### config.mk
export PLATFORM = sky130hd
export DESIGN_NAME = coin_acceptor
export DESIGN_NICKNAME = d
export VERILOG_FILES = /design/src/rtl/coin_pkg.sv /design/src/rtl/coin_next.sv /design/src/rtl/coin_state_reg.sv /design/src/rtl/coin_acceptor.sv
export SDC_FILE = /design/constraint.sdc
export NUM_CORES = 1
export LEC_CHECK = 0
export ABC_AREA = 1
export CAP_MARGIN = 0
export CORE_AREA = 2 2 39 41
export CTS_CLUSTER_SIZE = 24
export DETAILED_ROUTE_END_ITERATION = 7
export DIE_AREA = 0 0 41 43
export GPL_TIMING_DRIVEN = 0
export SYNTH_ARGS = -nofsm -noshare
export SYNTH_HDL_FRONTEND = slang
export SYNTH_SLANG_ARGS = --single-unit
### constraint.sdc
create_clock -name clk -period 1.3 [get_ports clk]
set_input_delay 0.13 -clock clk [delete_from_list [all_inputs] [get_ports clk]]
set_output_delay 0.13 -clock clk [all_outputs]
set_load 0.02 [all_outputs]
### src/rtl/coin_pkg.sv
package coin_pkg;
  localparam int STATE_W = 3;

  // Only the final state has the top bit set with no other bit set.
  typedef enum logic [STATE_W-1:0] {
    ST_0C  = 3'b000,
    ST_10C = 3'b001,
    ST_20C = 3'b010,
    ST_25C = 3'b011,
    ST_30C = 3'b110,
    ST_35C = 3'b100
  } amt_e;
endpackage

### src/rtl/coin_next.sv
module coin_next
  import coin_pkg::*;
(
  input  amt_e cur,
  input  logic dime,
  input  logic quarter,
  input  logic cancel,
  output amt_e nxt
);
  amt_e after_dime;
  amt_e after_quarter;

  always_comb begin
    case (cur)
      ST_0C:   after_dime = ST_10C;
      ST_10C:  after_dime = ST_20C;
      ST_20C:  after_dime = ST_30C;
      ST_25C:  after_dime = ST_35C;
      ST_30C:  after_dime = ST_35C;
      ST_35C:  after_dime = ST_35C;
      default: after_dime = ST_0C;
    endcase
  end

  always_comb begin
    case (cur)
      ST_0C:   after_quarter = ST_25C;
      ST_10C,
      ST_20C,
      ST_25C,
      ST_30C,
      ST_35C:  after_quarter = ST_35C;
      default: after_quarter = ST_0C;
    endcase
  end

  always_comb begin
    if (cancel)
      nxt = ST_0C;
    else if (quarter)
      nxt = after_quarter;
    else if (dime)
      nxt = after_dime;
    else if (cur inside {ST_0C, ST_10C, ST_20C, ST_25C, ST_30C, ST_35C})
      nxt = cur;
    else
      nxt = ST_0C;
  end
endmodule

### src/rtl/coin_state_reg.sv
module coin_state_reg
  import coin_pkg::*;
(
  input  logic clk,
  input  logic rst,
  input  amt_e nxt,
  output amt_e state_q,
  output logic paid_q
);
  always_ff @(posedge clk) begin
    if (rst) begin
      state_q <= ST_0C;
      paid_q  <= 1'b0;
    end else begin
      state_q <= nxt;
      paid_q  <= (nxt == ST_35C);
    end
  end

  // The separate output flop must follow the state register.
  assert_paid_matches_state_R8: assert property (@(posedge clk) disable iff (rst)
    paid_q == (state_q == ST_35C));

  assert_reset_clears_R1: assert property (@(posedge clk)
    rst |=> (state_q == ST_0C) && !paid_q);
endmodule

### src/rtl/coin_acceptor.sv
module coin_acceptor
  import coin_pkg::*;
(
  input  logic clk,
  input  logic rst,
  input  logic dime_i,
  input  logic quarter_i,
  input  logic cancel_i,
  output logic paid_o
);
  amt_e state_q;
  amt_e nxt;
  logic paid_q;

  coin_next u_next (
    .cur     (state_q),
    .dime    (dime_i),
    .quarter (quarter_i),
    .cancel  (cancel_i),
    .nxt     (nxt)
  );

  coin_state_reg u_reg (
    .clk     (clk),
    .rst     (rst),
    .nxt     (nxt),
    .state_q (state_q),
    .paid_q  (paid_q)
  );

  assign paid_o = paid_q;

  assert_cancel_empties_R2: assert property (@(posedge clk) disable iff (rst)
    cancel_i |=> state_q == ST_0C);

  assert_quarter_from_empty_R4: assert property (@(posedge clk) disable iff (rst)
    (state_q == ST_0C && quarter_i && !cancel_i) |=> state_q == ST_25C);

  assert_both_coins_quarter_wins_R5: assert property (@(posedge clk) disable iff (rst)
    (state_q == ST_0C && quarter_i && dime_i && !cancel_i) |=> state_q == ST_25C);

  assert_saturate_at_price_R6: assert property (@(posedge clk) disable iff (rst)
    (state_q == ST_35C && !cancel_i) |=> state_q == ST_35C);

  assert_idle_holds_R7: assert property (@(posedge clk) disable iff (rst)
    (!dime_i && !quarter_i && !cancel_i) |=> $stable(state_q));

  assert_dime_from_twenty_R3: assert property (@(posedge clk) disable iff (rst)
    (state_q == ST_20C && dime_i && !quarter_i && !cancel_i) |=> state_q == ST_30C);
endmodule

; ---- After elaboration in Yosys (flattened, before gate mapping)
; Cells that the tools add are included.
[totals]
register_bits = 4
input_bits = 5
[op_classes]
eq_ne = 6
n_mux = 6
n_reduce_logical = 4
[op_table]
columns = cell, count
row1 = $mux W3, 4
row2 = $pmux W3 S4, 1
row3 = $eq A3 B3 Y1 const B, 3
row4 = $eq A3 B2 Y1 const B, 2
row5 = $pmux W3 S2, 1
row6 = $reduce_bool A6 Y1, 1
row7 = $reduce_or A5 Y1, 1
row8 = $eq A3 B1 Y1 const B, 1
row9 = $logic_not A3 Y1, 1
row10 = $reduce_or A3 Y1, 1

; ---- Depth between registers and ports, before layout
; Gate-level depths: netlist of the first run.
[depth]
ltp_word = 7
ltp_mapped = 6

; ---- Modules after synthesis
; A second synthesis of the first run with hierarchy kept.
[unflattened]
hier_cells = 35
hier_area_um2 = 214.0
[modules_own_cells]
columns = module, n_inst, cells_each, area_per_inst_um2
row1 = coin_state_reg, 1, 13, 118.9
row2 = coin_next, 1, 22, 95.1

; ---- Worst setup path before layout of the first run
; Ideal clock, no wire load.
[synth_timing]
path_kind = register to register
startpoint = reg u_reg.state_q[0]
endpoint = reg u_reg.paid_q
setup_ns = 0.120
arrival_ns = 0.711
path_slack_ns = 0.469
path_stages_with_launch = 5
n_path_buf = 0
path_cell_list = dfxtp_1 -> nor2_1 -> nand2_1 -> a21oi_1 -> a21oi_1
[synth_via]
elab_chain_len = 7
[synth_rtl]
columns = element, line_no
row1 = start: declaration, coin_state_reg.sv:7  ; output amt_e state_q,
row2 = start signal: assignment, coin_state_reg.sv:15  ; state_q <= nxt;
row3 = $eq A3 B3 Y1 (tied with other cells), "coin_next.sv:14, coin_next.sv:26, coin_next.sv:44"
row4 = $reduce_or A3 Y1 (no line) or $reduce_bool A6 Y1 (tied branches), -
row5 = $pmux W3 S4 or $mux W3 (tied branches), "coin_next.sv:14, coin_next.sv:44"
row6 = $mux W3, coin_next.sv:42  ; else if (dime)
row7 = $mux W3 *, coin_next.sv:40  ; else if (quarter)
row8 = $mux W3 *, coin_next.sv:38  ; if (cancel)
row9 = $eq A3 B3 Y1 *, coin_state_reg.sv:16  ; paid_q <= (nxt == ST_35C);
row10 = end signal: assignment, coin_state_reg.sv:16
row11 = end: declaration, coin_state_reg.sv:8  ; output logic paid_q
; Mark *: on every way between the ends. The rest lies on a longest branch, timed or not.
; A chain may end at the register's enable or synchronous reset.

; ---- Worst setup path in the final report of the first run
[layout_timing]
startpoint = in dime_i
endpoint = reg u_reg.state_q[1]
[layout_via]
elab_chain_len = 3
[layout_rtl]
columns = element, line_no
row1 = start: declaration, coin_acceptor.sv:6  ; input logic dime_i,
row2 = $mux W3, coin_next.sv:42
row3 = $mux W3, coin_next.sv:40
row4 = $mux W3, coin_next.sv:38
; No other way between the ends.

==> qor.yml, run 1 <==
synth_nets: 40
hold_viol: 0
p_comb_frac: 0.157
grt_setup_unrepaired: "no"
synth_top_area_frac: 0.3721
synth_edf_count: 0
ctsHoldBuffers: 0
ys_top_cells_by_area: "dfxtp_1, nand2_1, inv_1"
drive_gt1_frac: 0.1163
die_area_um2: 1763
setup_viol: 0
die_h_um: 43
synthesis.area_um2: 215.2
place.detailed.hpwl_um: 329.4
io_buffers: 5
core_region_area_um2: 1384
grt_pass1_vias: 215
antenna_found_initial: 0
vias: 221
p_int_mw: 0.2589
final_nets: 50
leakagePower_nw: 0.1774
syn_inst: 35
peakVddDrop_uv: 499.1
drv_cap: 0
synthFlopType: "dfxtp_1"
syn_area_per_cell_um2: 6.149
relSlewSlack: 0.8496
finalCriticalPeriod_ps: 952.5
setup_tns_ps: 0
routed_via_density: 3.746
root_buffer: "clkbuf_4"
n_antenna_cell: 0
first_pass_iters: 3
ctsHtreeMaxLevel: 1
switching_share: 0.2415
startpoint_type: "primary input"
clk_path_buf_depth: 2
post-cts-setup-buffers: 0
drc: 0
clk_pin_slew_worst_paths_ps: 40
track_usage: 0.07229
crit_fanout: 5
rows: 14
routabilityCongestion: 0.7266
insertion_delay_ps: 230
initial_utilization: 0.1555
crit_required_ps: 1470
grt_pass1_wl_um: 765
die_width_um: 41
fin_crit_sh: 0.7327
dp.cells: 56
yosysMostFrequentCell: "nand2_1"
area_delta_synth_final_pct: 44.19
status: "finished clean"
wl_per_cell_um: 7.153
min_path_type: "primary input to flip-flop"
skew_ps: 1.130
finish.utilization: 0.2242
pwr_density_cell_nw_per_um2: 1100
setup.worst_path.end_class: "flip-flop"
slew_violations: 0
switching_power_mw: 0.08242
crit_type: "primary input to flip-flop"
cts_sinks: 4
synthTopCellsByCount: "nand2_1, inv_1, dfxtp_1, nand3_1, nor2_1"
fin_hold_ws_ps: 453.9
fin_cells: 59
grt_max_degree: 7
initialDrtViolationCount: 8
async_reset_ff_frac: 0
p_clk_frac: 0.444
wirelength_um: 422
cts_buffers: 3
synth_warnings: 0
ys_types: 10
ant_nets: 0
fmax_ghz: 1.050
worstPathArrival_ps: 1120
gr-total-overflow: 0
synth_seq_cells: 4
p_seq_frac: 0.399
worstMarginPinSlew_ps: 225.2
ios: 6
synth_top_area_cell: "dfxtp_1"
ys_seq_area_frac: 0.3721
cts_tree: "built"
per-stage QoR:
| stage | power, mW | setup slack, ps | cell area (um^2) |
|---|---|---|---|
| 2_1_floorplan | 0.1684 | 468.8 | 215.2 |
| 3_3_place_gp | 0.1916 | 120.2 | 285.3 |
| 3_5_place_dp | 0.1920 | 114.5 | 285.3 |
| 4_1_cts | 0.3539 | 18.44 | 307.8 |
| 5_1_grt | 0.3746 | 235.5 | 310.3 |
| 6_report | 0.3413 | 347.5 | 310.3 |
critical path: stages:
cell	delay, ps
clkdlybuf4s50_1	560
nand2_1	80
nand2_1	60
nand3_1	70
nand2_1	80
nand2_1	60
nor2_1	80
worst paths after layout:
check | startpoint | endpoint | slack (ps) | cells after the start
setup / recovery | dime_i | u_reg.state_q[1]$_SDFF_PP0_ | 350 | 7
setup reg to reg | u_reg.state_q[0]$_SDFF_PP0_ | u_reg.state_q[1]$_SDFF_PP0_ | 370 | 5
hold reg to reg | u_reg.state_q[2]$_SDFF_PP0_ | u_reg.state_q[2]$_SDFF_PP0_ | 610 | 5
hold / removal | rst | u_reg.state_q[1]$_SDFF_PP0_ | 450 | 2
placed cells by master, fill, tap and decap left out, drive strengths merged:
cell / Yosys / layout
a21oi: 2 / 2
clkbuf: 0 / 3
clkdlybuf4s50: 0 / 4
dfxtp: 4 / 4
dlymetal6s2s: 0 / 1
inv: 7 / 7
nand2: 13 / 13
nand3: 3 / 3
nor2: 3 / 3
nor3: 1 / 1
o21ai: 1 / 1
xor2: 1 / 1
logic make-up (layout without fill, tap and decap cells):
family,count (synthesis),after routing,share of synthesized area
buf+inv,7,15,0.1221
xor+xnor,1,1,0.04071
flops,4,4,0.3721
simple gates,20,20,0.3953
compound gates,3,3,0.06975
layer usage:
metal,wire length [um],global-route usage,up-vias
met5,0,0,-
met4,0,0.06000,0
met3,21,0.06283,0
met2,187,0.08438,3
met1,213,0.07717,96
li1,-,-,122
area by class of cell:
| class | count | area, um^2 |
|---|---|---|
| Multi-Input combinational cell | 24 | 108.9 |
| Sequential cell | 4 | 80.08 |
| Clock buffer | 3 | 22.52 |
| Inverter | 7 | 26.28 |
| Fill cell | 153 | 1074 |
| Tap cell | 16 | 20.02 |
| Timing Repair Buffer | 5 | 52.55 |
power by group through the flow:
| stage | registers (mW) | clock network [mW] | logic (mW) |
|---|---|---|---|
| finish | 0.136 | 0.151 | 0.0537 |
| global route | 0.137 | 0.175 | 0.0626 |
| CTS | 0.136 | 0.163 | 0.0547 |
| detailed placement | 0.138 | 0 | 0.0540 |
| global placement | 0.138 | 0 | 0.0537 |
| floorplan | 0.138 | 0 | 0.0306 |
registers in the layout (all words and copies together) (netlist names):
| name | count |
|---|---|
| u_reg.paid_q | 1 |
| u_reg.state_q | 3 |
timing repair:
item | 4_1_cts | 5_1_grt
hold endpoints to repair | 0 | 0
resized for setup | 0 | 1
endpoints found under the setup margin | 0 | 1
Note: power is estimated with default switching activity, not from simulation.
==> run 2, diff against run 1 <==
==> constraint.sdc (replaced) <==
create_clock -name clk -period 1 [get_ports clk]
set_input_delay 0.1 -clock clk [delete_from_list [all_inputs] [get_ports clk]]
set_output_delay 0.1 -clock clk [all_outputs]
set_load 0.02 [all_outputs]
==> run 2 against run 1 <==
Compared with the run above:
- global-route usage is the same
- die area is the same
- final cell count is the same
- sequential share of layout area is essentially flat
- sequential power grew 31%
- combinational power grew 34%
- core utilization grew 0.36 points
- critical path depth shrank 6
- register-to-register slack lost 270 ps
- largest cell class unchanged
==> qor.yml, run 2 (synthesis results as in run 1) <==
insertion_delay_ps: 230  # about the same
ant_nets: 0  # unchanged
routed_via_density: 3.695  # was 3.746
rows: 14  # unchanged
ios: 6  # unchanged
status: "finished clean"  # unchanged
reg2regPathDepth: 5  # unchanged
peakVddDrop_uv: 650.3  # was 499.1 uV
setup_viol: 0  # unchanged
largest_reg_flops: 3  # unchanged
skew_ps: 1.130  # unchanged
finish.utilization: 0.2278  # was 0.2242
vias: 218  # was 221
grt_pass1_wl_um: 765  # unchanged
ctsHtreeMaxLevel: 1  # unchanged
final_nets: 50  # unchanged
io_buffers: 5  # unchanged
die_area_um2: 1763  # unchanged
min_path_type: "primary input to flip-flop"  # unchanged
routabilityCongestion: 0.7266  # unchanged
cp_cell_sequence: "clkdlybuf4s15_1"  # was clkdlybuf4s50_1 -> nand2_1 -> nand2_1 -> nand3_1 -> nand2_1 -> nand2_1 -> nor2_1
hold_viol: 0  # unchanged
top_register: "u_reg.state_q"  # unchanged
cp_slowest_stage_delay_ps: 300  # was 560 ps
track_usage: 0.07229  # unchanged
dp.cells: 56  # unchanged
clk_path_buf_depth: 2  # unchanged
cpMaxStageDelayCell: "dfxtp_1"  # was clkdlybuf4s50_1
relSlewSlack: 0.8663  # was 0.8496
wirelength_um: 424  # was 422 um
core_region_area_um2: 1384  # unchanged
met3_length_um: 21  # unchanged
grt_setup_unrepaired: "no"  # unchanged
area_delta_synth_final_pct: 46.51  # was 44.19%
ctsHoldBuffers: 0  # unchanged
fin_cells: 59  # unchanged
cts_sinks: 4  # unchanged
setup_tns_ps: 0  # unchanged
finalPower_mw: 0.4464  # was 0.3413 mW
startpoint_type: "flip-flop"  # was primary input
initialDrtViolationCount: 8  # unchanged
crit_fanout: 1  # was 5
gr-total-overflow: 0  # unchanged
root_buffer: "clkbuf_4"  # unchanged
wl_met2_um: 185  # was 187 um
clk_pin_slew_worst_paths_ps: 40  # about the same
worstPathArrival_ps: 830  # was 1120 ps
wl_met1_um: 216  # was 213 um
setup.worst_path.end_class: "primary output"  # was flip-flop
finalCriticalPeriod_ps: 928.6
crit_family: "flip-flops"  # was buffers and inverters
leakagePower_nw: 0.1701  # was 0.1774 nW
mostFrequentLayoutCell: "nand2_1"  # unchanged
die_width_um: 41  # unchanged
slew_violations: 0  # unchanged
drive_gt1_frac: 0.1628  # was 0.1163
hold_path_depth: 4  # was 2
fin_crit_sh: 0.9286
final_cell_mix: "nand2_1, inv_1"  # was nand2_1, inv_1, clkdlybuf4s50_1, dfxtp_1
initial_utilization: 0.1555  # unchanged
worstMarginPinSlew_ps: 200.3  # was 225.2 ps
wl_per_cell_um: 7.186  # was 7.153 um
drv_cap: 0  # unchanged
drc: 0  # unchanged
cts_tree: "built"  # unchanged
reg_top3: "u_reg.state_q x3, u_reg.paid_q x1"  # unchanged
cts_buffers: 3  # unchanged
fmax_ghz: 1.077
crit_required_ps: 900  # was 1470 ps
die_h_um: 43  # unchanged
antenna_found_initial: 0  # unchanged
crit_type: "flip-flop to primary output"  # was primary input to flip-flop
n_antenna_cell: 0  # unchanged
path_depth: 1  # was 7
first_pass_iters: 2  # was 3
worst-path-buf-inv: 1  # unchanged
pwr_density_cell_nw_per_um2: 1416  # was 1100 nW/um^2
place.detailed.hpwl_um: 329.4  # unchanged
highest_layer: "met3"  # unchanged
grt_max_degree: 7  # unchanged
grt_pass1_vias: 215  # unchanged
-- run 2: report_power, final --
part / internal [mW] / switching (mW) / total, mW
Sequential: 0.169 / 0.00817 / 0.178
Clock: 0.134 / 0.0629 / 0.197
Combinational: 0.0338 / 0.0382 / 0.0719
Total: 0.337 / 0.109 / 0.446
-- run 2: final cells by class --
type	instances	area [um^2]
multi-input cells	24	112.6
flip-flops and latches	4	81.33
repair buffers	5	52.55
fillers	151	1069
clock buffers	3	22.52
inverters	7	26.28
well taps	16	20.02
-- run 2: worst paths after layout --
path / slack [ps] / from / end
setup reg to reg: 100 / u_reg.state_q[0]$_SDFF_PP0_ / u_reg.state_q[0]$_SDFF_PP0_
hold reg to reg: 620 / u_reg.state_q[2]$_SDFF_PP0_ / u_reg.state_q[2]$_SDFF_PP0_
hold / removal: 330 / dime_i / u_reg.state_q[0]$_SDFF_PP0_
setup / recovery: 70 / u_reg.paid_q$_SDFF_PP0_ / paid_o
-- run 2: what timing repair did --
item	4_1_cts	5_1_grt
gates resized for setup	1	4
setup endpoints to repair	1	4
setup buffers	0	0
-- run 2: metrics by stage --
| stage | hold slack (ps) | worst slack (ps) | area [um^2] |
|---|---|---|---|
| after floorplan | 171.6 | 168.8 | 215.2 |
| after global routing | 333.8 | 5.804 | 315.3 |
| after CTS | 414.5 | 20.59 | 306.5 |
| final | 332.6 | 71.40 | 315.3 |
| after detailed placement | 603.1 | -155.5 | 285.3 |
| after global placement | 605.8 | -149.8 | 285.3 |
-- run 2: layer usage --
metal	GRT usage	vias up
met2	0.08438	3
met4	0.06000	0
met5	0	-
met3	0.06283	0
li1	-	122
met1	0.07717	93
-- run 2: worst reg2reg max path: cells and delay by family, from the launching register on --
kind             cells  cell delay [ps]
flip-flops           1              340
AND/OR/NAND/NOR      5              480
